## src/rtl/ddr2_init_pkg.sv

```systemverilog
package ddr2_init_pkg;

   typedef enum logic [3:0] {
      ST_PWR       = 4'd0,
      ST_CKE       = 4'd1,
      ST_PREA1     = 4'd2,
      ST_EMR2      = 4'd3,
      ST_EMR3      = 4'd4,
      ST_EMR1_DLL  = 4'd5,
      ST_MR_DLLRST = 4'd6,
      ST_PREA2     = 4'd7,
      ST_REF       = 4'd8,
      ST_MR_RUN    = 4'd9,
      ST_OCD_DEF   = 4'd10,
      ST_OCD_EXIT  = 4'd11,
      ST_DONE      = 4'd12
   } init_step_t;

   // {cs_n, ras_n, cas_n, we_n}
   localparam logic [3:0] ENC_NOP = 4'b0111;
   localparam logic [3:0] ENC_PRE = 4'b0010;
   localparam logic [3:0] ENC_REF = 4'b0001;
   localparam logic [3:0] ENC_MRS = 4'b0000;

   function automatic int max2(int a, int b);
      return (a > b) ? a : b;
   endfunction

endpackage

```

## src/rtl/ddr2_init_step_ctl.sv

```systemverilog
module ddr2_init_step_ctl
   import ddr2_init_pkg::*;
#(
   parameter int PWRUP_CYC = 80000,
   parameter int CKE_CYC   = 160,
   parameter int TRP_CYC   = 5,
   parameter int TMRD_CYC  = 2,
   parameter int TRFC_CYC  = 79,
   parameter int NUM_REF   = 2
) (
   input  logic       clk,
   input  logic       rst,
   input  logic       dll_ok,
   output init_step_t step_o,
   output logic       fire_o
);

   localparam int MAX_LEN = max2(max2(PWRUP_CYC, CKE_CYC),
                                 max2(max2(TRP_CYC, TMRD_CYC), TRFC_CYC));
   localparam int CNT_W   = $clog2(MAX_LEN + 1);
   localparam int REF_W   = $clog2(NUM_REF + 1);

   init_step_t       step;
   logic [CNT_W-1:0] cnt;
   logic [REF_W-1:0] ref_idx;
   logic             fire;
   logic             at_last;
   logic             moving;

   function automatic int step_len(init_step_t s);
      case (s)
         ST_PWR:             return PWRUP_CYC;
         ST_CKE:             return CKE_CYC;
         ST_PREA1, ST_PREA2: return TRP_CYC;
         ST_REF:             return TRFC_CYC;
         ST_DONE:            return 1;
         default:            return TMRD_CYC;
      endcase
   endfunction

   always_comb begin
      fire    = (cnt == '0) && (step != ST_DONE) &&
                ((step != ST_OCD_DEF) || dll_ok);
      moving  = (cnt != '0) || fire;
      at_last = moving && (int'(cnt) == step_len(step) - 1);
   end

   always_ff @(posedge clk) begin
      if (rst) begin
         step    <= ST_PWR;
         cnt     <= '0;
         ref_idx <= '0;
      end else if (at_last) begin
         cnt <= '0;
         if ((step == ST_REF) && (ref_idx != REF_W'(NUM_REF - 1))) begin
            ref_idx <= ref_idx + 1'b1;
         end else begin
            step <= init_step_t'(int'(step) + 1);
         end
      end else if (moving) begin
         cnt <= cnt + 1'b1;
      end
   end

   assign step_o = step;
   assign fire_o = fire;

   AST_CNT_BOUND: assert property (@(posedge clk) disable iff (rst)
      int'(cnt) < step_len(step));

   AST_REF_BOUND: assert property (@(posedge clk) disable iff (rst)
      int'(ref_idx) < NUM_REF);

endmodule

```

## src/rtl/ddr2_init_dll_timer.sv

```systemverilog
module ddr2_init_dll_timer #(
   parameter int DLL_CYC = 200
) (
   input  logic clk,
   input  logic rst,
   input  logic start,
   output logic ok
);

   localparam int DW = $clog2(DLL_CYC + 1);

   logic [DW-1:0] cnt;

   always_ff @(posedge clk) begin
      if (rst) begin
         cnt <= '0;
      end else if (start) begin
         cnt <= DW'(1);
      end else if ((cnt != '0) && (cnt != DW'(DLL_CYC))) begin
         cnt <= cnt + 1'b1;
      end
   end

   assign ok = (cnt == DW'(DLL_CYC));

   AST_DLL_ONCE: assert property (@(posedge clk) disable iff (rst)
      start |-> (cnt == '0));

   AST_DLL_HOLD: assert property (@(posedge clk) disable iff (rst)
      ok |=> ok);

endmodule

```

## src/rtl/ddr2_init_cmd_enc.sv

```systemverilog
module ddr2_init_cmd_enc
   import ddr2_init_pkg::*;
#(
   parameter int ADDR_W = 14,
   parameter int BA_W   = 3
) (
   input  init_step_t        step,
   input  logic              fire,
   input  logic [ADDR_W-1:0] mr_cfg,
   input  logic [ADDR_W-1:0] emr1_cfg,
   input  logic [ADDR_W-1:0] emr2_cfg,
   input  logic [ADDR_W-1:0] emr3_cfg,
   output logic              cke,
   output logic [3:0]        ctl,
   output logic [BA_W-1:0]   ba,
   output logic [ADDR_W-1:0] addr,
   output logic              done
);

   localparam logic [ADDR_W-1:0] BIT_A0  = ADDR_W'(1);
   localparam logic [ADDR_W-1:0] BIT_A8  = ADDR_W'(1) << 8;
   localparam logic [ADDR_W-1:0] BIT_A10 = ADDR_W'(1) << 10;
   localparam logic [ADDR_W-1:0] OCD_MSK = ADDR_W'(7) << 7;

   logic [ADDR_W-1:0] emr1_base;
   logic [1:0]        bank_sel;

   assign emr1_base = emr1_cfg & ~(OCD_MSK | BIT_A0);

   always_comb begin
      cke      = 1'b1;
      ctl      = ENC_NOP;
      bank_sel = 2'd0;
      addr     = '0;
      done     = 1'b0;
      case (step)
         ST_PWR:  cke  = 1'b0;
         ST_DONE: done = 1'b1;
         default: if (fire) begin
            case (step)
               ST_PREA1, ST_PREA2: begin
                  ctl  = ENC_PRE;
                  addr = BIT_A10;
               end
               ST_REF: ctl = ENC_REF;
               ST_EMR2: begin
                  ctl      = ENC_MRS;
                  bank_sel = 2'd2;
                  addr     = emr2_cfg;
               end
               ST_EMR3: begin
                  ctl      = ENC_MRS;
                  bank_sel = 2'd3;
                  addr     = emr3_cfg;
               end
               ST_EMR1_DLL, ST_OCD_EXIT: begin
                  ctl      = ENC_MRS;
                  bank_sel = 2'd1;
                  addr     = emr1_base;
               end
               ST_OCD_DEF: begin
                  ctl      = ENC_MRS;
                  bank_sel = 2'd1;
                  addr     = emr1_base | OCD_MSK;
               end
               ST_MR_DLLRST: begin
                  ctl  = ENC_MRS;
                  addr = mr_cfg | BIT_A8;
               end
               ST_MR_RUN: begin
                  ctl  = ENC_MRS;
                  addr = mr_cfg & ~BIT_A8;
               end
               default: ctl = ENC_NOP;
            endcase
         end
      endcase
   end

   generate
      if (BA_W > 2) begin : g_ba_wide
         assign ba = {{(BA_W-2){1'b0}}, bank_sel};
      end else begin : g_ba_narrow
         assign ba = bank_sel;
      end
   endgenerate

endmodule

```

## src/rtl/ddr2_pwrup_seq.sv

```systemverilog
module ddr2_pwrup_seq
   import ddr2_init_pkg::*;
#(
   parameter int ADDR_W    = 14,
   parameter int BA_W      = 3,
   parameter int CLK_PS    = 2500,
   parameter int PWRUP_CYC = (200_000_000 + CLK_PS - 1) / CLK_PS,
   parameter int CKE_CYC   = (400_000 + CLK_PS - 1) / CLK_PS,
   parameter int TRP_CYC   = (12_500 + CLK_PS - 1) / CLK_PS,
   parameter int TMRD_CYC  = 2,
   parameter int TRFC_CYC  = (197_500 + CLK_PS - 1) / CLK_PS,
   parameter int NUM_REF   = 2,
   parameter int DLL_CYC   = 200,
   parameter bit REG_OUT   = 1'b0
) (
   input  logic              clk,
   input  logic              rst,
   input  logic [ADDR_W-1:0] mr_cfg,
   input  logic [ADDR_W-1:0] emr1_cfg,
   input  logic [ADDR_W-1:0] emr2_cfg,
   input  logic [ADDR_W-1:0] emr3_cfg,
   output logic              mem_cke,
   output logic              mem_cs_n,
   output logic              mem_ras_n,
   output logic              mem_cas_n,
   output logic              mem_we_n,
   output logic [BA_W-1:0]   mem_ba,
   output logic [ADDR_W-1:0] mem_addr,
   output logic              init_done
);

   generate
      if (ADDR_W < 11) begin : g_chk_addr
         $error("ADDR_W must cover address bit 10");
      end
      if (BA_W < 2) begin : g_chk_ba
         $error("BA_W must be at least 2");
      end
      if ((PWRUP_CYC < 1) || (CKE_CYC < 1) || (TRP_CYC < 1) ||
          (TMRD_CYC < 1) || (TRFC_CYC < 1) || (DLL_CYC < 1)) begin : g_chk_wait
         $error("every wait count must be at least one cycle");
      end
      if (NUM_REF < 2) begin : g_chk_ref
         $error("NUM_REF must be at least 2");
      end
   endgenerate

   init_step_t        step;
   logic              fire;
   logic              dll_ok;
   logic              dll_start;
   logic              e_cke;
   logic [3:0]        e_ctl;
   logic [BA_W-1:0]   e_ba;
   logic [ADDR_W-1:0] e_addr;
   logic              e_done;

   ddr2_init_step_ctl #(
      .PWRUP_CYC(PWRUP_CYC), .CKE_CYC(CKE_CYC), .TRP_CYC(TRP_CYC),
      .TMRD_CYC(TMRD_CYC), .TRFC_CYC(TRFC_CYC), .NUM_REF(NUM_REF)
   ) u_ctl (
      .clk(clk), .rst(rst), .dll_ok(dll_ok), .step_o(step), .fire_o(fire)
   );

   assign dll_start = fire && (step == ST_MR_DLLRST);

   ddr2_init_dll_timer #(.DLL_CYC(DLL_CYC)) u_dll (
      .clk(clk), .rst(rst), .start(dll_start), .ok(dll_ok)
   );

   ddr2_init_cmd_enc #(.ADDR_W(ADDR_W), .BA_W(BA_W)) u_enc (
      .step(step), .fire(fire),
      .mr_cfg(mr_cfg), .emr1_cfg(emr1_cfg), .emr2_cfg(emr2_cfg), .emr3_cfg(emr3_cfg),
      .cke(e_cke), .ctl(e_ctl), .ba(e_ba), .addr(e_addr), .done(e_done)
   );

   generate
      if (REG_OUT) begin : g_out_reg
         always_ff @(posedge clk) begin
            if (rst) begin
               mem_cke   <= 1'b0;
               {mem_cs_n, mem_ras_n, mem_cas_n, mem_we_n} <= ENC_NOP;
               mem_ba    <= '0;
               mem_addr  <= '0;
               init_done <= 1'b0;
            end else begin
               mem_cke   <= e_cke;
               {mem_cs_n, mem_ras_n, mem_cas_n, mem_we_n} <= e_ctl;
               mem_ba    <= e_ba;
               mem_addr  <= e_addr;
               init_done <= e_done;
            end
         end
      end else begin : g_out_comb
         assign mem_cke   = e_cke;
         assign {mem_cs_n, mem_ras_n, mem_cas_n, mem_we_n} = e_ctl;
         assign mem_ba    = e_ba;
         assign mem_addr  = e_addr;
         assign init_done = e_done;
      end
   endgenerate

   AST_CKE_LOW_NOP: assert property (@(posedge clk) disable iff (rst)
      !mem_cke |-> ({mem_cs_n, mem_ras_n, mem_cas_n, mem_we_n} == ENC_NOP)
                   && !init_done);

   AST_CKE_HOLD: assert property (@(posedge clk) disable iff (rst)
      mem_cke |=> mem_cke);

   AST_OCD_AFTER_DLL: assert property (@(posedge clk) disable iff (rst)
      (fire && (step == ST_OCD_DEF)) |-> dll_ok);

   AST_DONE_STICKY: assert property (@(posedge clk) disable iff (rst)
      init_done |=> init_done);

   AST_DONE_QUIET: assert property (@(posedge clk) disable iff (rst)
      init_done |-> mem_cke &&
                    ({mem_cs_n, mem_ras_n, mem_cas_n, mem_we_n} == ENC_NOP));

endmodule

```

## config.mk

```make
export PLATFORM = sky130hd
export DESIGN_NAME = ddr2_pwrup_seq
export DESIGN_NICKNAME = d
export VERILOG_FILES = /design/src/rtl/ddr2_init_pkg.sv /design/src/rtl/ddr2_init_step_ctl.sv /design/src/rtl/ddr2_init_dll_timer.sv /design/src/rtl/ddr2_init_cmd_enc.sv /design/src/rtl/ddr2_pwrup_seq.sv
export SDC_FILE = /design/constraint.sdc
export NUM_CORES = 1
export LEC_CHECK = 0
export ABC_AREA = 1
export BUFFER_PORTS_ARGS = -buffer_cell sky130_fd_sc_hd__buf_2
export CORE_UTILIZATION = 40
export CTS_BUF_LIST = sky130_fd_sc_hd__clkbuf_4 sky130_fd_sc_hd__clkbuf_8
export CTS_CLUSTER_DIAMETER = 100
export DETAILED_ROUTE_END_ITERATION = 16
export GPL_TIMING_DRIVEN = 0
export HOLD_SLACK_MARGIN = 0.1
export PLACE_DENSITY = 0.61
export SLEW_MARGIN = 20
export SYNTH_ARGS = -nofsm -noshare
export SYNTH_HDL_FRONTEND = slang
export SYNTH_HIERARCHICAL = 1
export SYNTH_SLANG_ARGS = --single-unit
```

## constraint.sdc

```tcl
create_clock -name clk -period 6 [get_ports clk]
set_clock_uncertainty 0.15 [all_clocks]
set_input_delay 1.2 -clock clk [delete_from_list [all_inputs] [get_ports clk]]
set_output_delay 1.2 -clock clk [all_outputs]
set_load 0.03 [all_outputs]
```

Word-level counts from Yosys, hierarchy flattened:

Cells that the tools add are included.

* $add $sub $neg: 5
* eq/ne operators: 18
* multiplexer cells: 14
* bitwise logic cells: 1
* reduce and logical (&&, ||, !) cells: 22

Operator list (count)
* 14-bit case mux with 7 select lines: 1
* 17-bit case mux with 5 select lines: 1
* 18-bit by 32-bit equality test with 1-bit output: 1
* 14-bit two-way mux: 2
* 4-bit equality test (second input constant): 5
* 17-bit by 1-bit subtractor with 18-bit output (second input constant): 1
* 17-bit by 1-bit adder with 17-bit output (second input constant): 1
* 17-bit zero test: 1
* 17-bit nonzero test: 1
* 4-bit by 3-bit equality test with 1-bit output (second input constant): 4
* 2-bit OR reduction: 5
* 3-bit case mux with 3 select lines: 1
* 8-bit by 1-bit adder with 8-bit output (second input constant): 1
* 4-bit by 2-bit equality test with 1-bit output (second input constant): 2
* 8-bit equality test (second input constant): 1
* 4-bit two-way mux: 2
* 4-bit inequality test (second input constant): 2
* 8-bit inequality test (second input constant): 1
* 8-bit nonzero test: 1
* 7-bit OR reduction: 1
* 1-bit logical AND: 6
* 2-bit case mux with 3 select lines: 1
* 4-bit by 1-bit adder with 4-bit output (second input constant): 1
* 4-bit by 1-bit equality test with 1-bit output (second input constant): 1
* other kinds (10): 16

* flip-flop bits (word level): 31
* input bits: 58
* output and inout port bits: 23
* logic and storage cells: 65

Longest topological paths before layout:

* word-level depth: 7
* depth in mapped cells: 24
* depth with buffers taken out: 24

Modules after synthesis:

Netlist, hierarchy kept.

By module, submodules not included
* ddr2_init_step_ctl: instances 1, cells each 298, area each 2059.5 sq um, sequential area each 460.4 sq um
* ddr2_init_cmd_enc: instances 1, cells each 153, area each 704.4 sq um, sequential area each 0.0 sq um
* ddr2_init_dll_timer: instances 1, cells each 67, area each 462.9 sq um, sequential area each 160.2 sq um
* ddr2_pwrup_seq: instances 1, cells each 5, area each 27.5 sq um, sequential area each 0.0 sq um

Worst setup path before layout:

OpenSTA, ideal clock, no wires.

* path type: flip-flop to output port
* start: register u_ctl.step[1], in the netlist u_ctl/step_o[1]
* end: output mem_addr[10]
* data arrival time: 2257 ps
* required time: 4650 ps
* slack: 2393 ps
* cell stages (with the launch flop): 9
* path buffers: 1
* cells stage by stage: dfxtp_1 > inv_1 > ha_1 > inv_1 > a21oi_1 > a21oi_1 > inv_1 > dlymetal6s2s_1 > nor2_1

* longest elaborated chain between the ends: 5
* elaborated cells on any way between the ends: 22
* those cells by class: 12 x eq/ne; 3 x mux; 7 x reduce/logical

RTL lines
* start, declared: line ddr2_init_step_ctl.sv:23 `init_step_t step;`
* start signal, assigned: line ddr2_init_step_ctl.sv:58 `step <= init_step_t'(int'(step) + 1);`
* 4-bit inequality test (on tied branches): line ddr2_init_step_ctl.sv:42, ddr2_init_step_ctl.sv:43
* 1-bit logical AND / 1-bit logical OR (equally long branches): line ddr2_init_step_ctl.sv:42, ddr2_init_step_ctl.sv:43
* 1-bit logical AND *: line ddr2_init_step_ctl.sv:42 `fire = (cnt == '0) && (step != ST_DONE) &&`
* named net fire: line ddr2_pwrup_seq.sv:49 `logic fire;`
* 14-bit two-way mux *: line ddr2_init_cmd_enc.sv:39 `default: if (fire) begin`
* 14-bit two-way mux *: line ddr2_init_cmd_enc.sv:36 `case (step)`
* end, declared: line ddr2_pwrup_seq.sv:28 `output logic [ADDR_W-1:0] mem_addr,`

Mark *: on every way through the listed nets, which the timed path passes. The rest lies on a longest branch.

Worst setup path in the final report:

* start: register u_ctl.step[0], in the netlist u_ctl/step_o[0]
* end: output mem_addr[7]

Same word-level chain as after synthesis.

==> impl_results.md <==
* Die Area at 8500 um^2
* Port Buffer Count at 73
* Cells after DPL at 700
* GRT Total Usage at 19.4%
* Post-route cell area at 3870 um^2
* Core area at 7810 um^2
* Clk pin slew, worst setup/hold paths at 0.07 ns
* TritonRoute pass-1 iters at 4
* F_max at 229 MHz
* Largest net degree at the start of global routing at 13
* Area after DPL at 3750 um^2
* Gpl congestion at 0.859
* Ant diodes at 0
* Share of cells above drive strength 1 at 28.4%
* Min-Delay Path Depth at 2
* Worst setup EP type: primary output
* Most used cell, CP: inv_1
* Nets at 676
* WS Path Type: register to primary output
* CP Depth at 9
* # IOs at 81
* Layout Cells excl Fill at 708
* CTS Hold Bufs at 0
* Met2 routed WL at 3580 um
* Layout Utilization at 49.6%
* Remaining Overflow, GRT at 0
* Post-Syn Area per Cell at 6.22 um^2
* PnR worst setup slack at 1.63 ns
* Seq cells post-synth at 31
* CP startpoint kind: register
* Synthesized area at 3250 um^2
* Worst-Margin Slew at 0.724 ns
* CP arrival at 3.02 ns
* Peak supply drop at 134 uV
* Top sig layer: met4
* WL met3 at 509 um
* Crit path max-delay family: buffers and inverters
* Path depth of the worst reg2reg path at 18
* WP data required at 4.65 ns
* Status: finished, final reports clean
* Post-route DRC at 0
* CTS tree: done
* Synthesis-to-layout area growth at 19.0%
* Die Y at 92.2 um
* CP Cell Sequence: inv_1 > ha_1 > inv_1 > a21oi_1 > a21oi_1 > inv_1 > dlymetal6s2s_1 > nor2_1 > buf_2
* Routed metal-1 wire length at 3780 um
* Clock latency at the later pin of the worst-skew pair at 0.29 ns
* Count of different cell masters after synthesis at 39
* Setup bufs post-CTS at 0
* Max Slew Vio Count at 0
* Starting density of the core at 41.7%
* CP Buf/Inv Count at 5
* CTS Buffer Depth at 2
* Ys Warns at 6
* Final Cycle Share at 72.9%
* Hold slack at 0.333 ns
* Post-cts resize count at 0
* Setup TNS at 0 ns
* Average wire per standard cell at 11.2 um
* Cts bufs inserted at 5
* Root Driver: clkbuf_8
* Min cycle time layout at 4.37 ns
* Crit-path max FO at 10
* HP Class: register to register
* Max_slew headroom at 51.7%
* Max_cap viols at 0
* Final setup fails at 0
* Post-synthesis sequential area ratio at 19.1%
* Pleak at 1.93 nW
* Total length of routed wires at 7950 um
* Routed Antenna Nets at 0
* Slowest-stage cell, CP: a21oi_1
* First-pass GRT wire length at 13400 um
* Vias post-DR at 3394
* Clk sinks at 31
* Pwr/cell area at 137 nW/um^2
* PnR Total Power at 0.529 mW
* Vias in the first global route at 2993
* DP Worst Slack at 1.93 ns
* RSZ-0062 raised after global routing: no
* DP HPWL at 6520 um
* Synth Instances at 523
* Vias/cell at 4.79
* Initial antenna violation count at 0
* Worst stage delay on the critical path at 0.62 ns
* H-Tree Depth at 2
* Die X at 92.2 um
* Initial DRC count at 108
* Count of final hold-check violations at 0
* Std-Cell Rows at 32
## synth_stat cells
cell type | instances | area share [%]
o211ai_4 | 1 | 0.65
nand3_1 | 34 | 5.2
nor2_1 | 75 | 8.7
inv_2 | 12 | 1.4
nand2_4 | 4 | 1.4
nor3b_1 | 3 | 0.69
buf_6 | 1 | 0.35
nand3_2 | 6 | 1.8
nor3_1 | 9 | 1.4
and3_1 | 1 | 0.19
o21a_1 | 2 | 0.46
buf_4 | 5 | 1.2
inv_4 | 1 | 0.19
nand4_1 | 11 | 2.1
dfxtp_1 | 31 | 19
a21oi_2 | 1 | 0.27
nand3b_1 | 3 | 0.69
a21oi_1 | 12 | 1.8
xor2_1 | 6 | 1.6
or2_2 | 2 | 0.38
ha_1 | 13 | 5.0
or4_1 | 1 | 0.23
nand2_2 | 21 | 4.0
nand2_1 | 158 | 18
nand3_4 | 4 | 2.2
nand4_2 | 3 | 1.2
o21ai_1 | 1 | 0.15
dlymetal6s2s_1 | 1 | 0.38
inv_1 | 60 | 6.9
a21oi_4 | 6 | 3.0
buf_12 | 2 | 1.2
nor2_2 | 9 | 1.7
o21ai_2 | 1 | 0.27
nor2_4 | 10 | 3.5
conb_1 | 2 | 0.23
a31oi_1 | 2 | 0.38
nor3_2 | 1 | 0.31
o21ai_4 | 1 | 0.50
o21ai_0 | 7 | 1.1
## registers in the layout, summed over array words and instances, names as in the netlist
signal	flops
u_ctl/cnt	17
u_dll/cnt	8
u_ctl/step_o	4
u_ctl/ref_idx	2
## tightest hold or removal path, cell delays in order (launching register included)
cell	delay, ns
dfxtp_1	0.33
inv_2	0.06
a21oi_1	0.05
## placed cells by master (no fill, tap or decap), types with 2 or more instances in the layout
| master | n |
|---|---|
| nand2_1 | 158 |
| nand4_2 | 3 |
| nor2_4 | 10 |
| nand2_2 | 21 |
| buf_2 | 73 |
| inv_1 | 60 |
| nand3b_1 | 3 |
| nor2_2 | 9 |
| a21oi_1 | 12 |
| ha_1 | 13 |
| dfxtp_1 | 31 |
| nand3_1 | 34 |
| conb_1 | 4 |
| nand3_4 | 4 |
| inv_2 | 12 |
| xor2_1 | 6 |
| buf_4 | 5 |
| nand2_4 | 4 |
| buf_12 | 2 |
| a21oi_4 | 6 |
| o21ai_0 | 7 |
| or2_2 | 2 |
| nand3_2 | 6 |
| clkbuf_8 | 6 |
| o21a_1 | 2 |
| nor3b_1 | 3 |
| nand4_1 | 11 |
| nor3_1 | 9 |
| a31oi_1 | 2 |
| nor2_1 | 75 |
## path summary, 6_finish.rpt
path	from	to	slack, ns
worst min-delay path	u_dll/cnt[4]$_SDFFE_PP0P_	u_dll/cnt[4]$_SDFFE_PP0P_	0.33
worst max-delay path	u_ctl/step_o[0]$_SDFFE_PP0P_	mem_addr[7]	1.63
worst max register to register	u_ctl/step_o[0]$_SDFFE_PP0P_	u_ctl/cnt[13]$_SDFFE_PP0P_	2.08
worst min register to register	u_dll/cnt[4]$_SDFFE_PP0P_	u_dll/cnt[4]$_SDFFE_PP0P_	0.33
## metal layers
| layer | up-vias | global-route usage, % |
|---|---|---|
| met1 | 1502 | 25.0 |
| met5 | - | 0 |
| li1 | 1797 | - |
| met2 | 90 | 33.4 |
| met4 | 0 | 4.82 |
| met3 | 5 | 3.23 |
## area by class of cell
type / instances / area, um^2
fillers: 841 / 3940
multi-input cells: 412 / 2260
flip-flops and latches: 31 / 621
repair buffers: 73 / 365
inverters: 73 / 277
well taps: 102 / 128
plain buffers: 9 / 101
clock buffers: 6 / 82.6
clock inverters: 2 / 35.0
## where the power goes
part	leakage [nW]	internal, mW	switching (mW)
Sequential	0.251	0.212	0.00716
Combinational	1.62	0.0402	0.0543
Clock	0.0612	0.134	0.0812
## kinds of logic (layout without fill, tap and decap cells)
logic type                 after synthesis  count (layout)  synth area share (%)
and+or+nand+nor                        355             355                  53.9
buffers and inverters                   82             163                  11.6
AOI/OAI and AO/OA                       34              34                  8.61
DFF                                     31              31                  19.1
adders and majority gates               13              13                  5.00
xor gates and xnor gates                 6               6                  1.61
other                                    2               4                 0.231
Note: power is estimated with default switching activity, not from simulation.
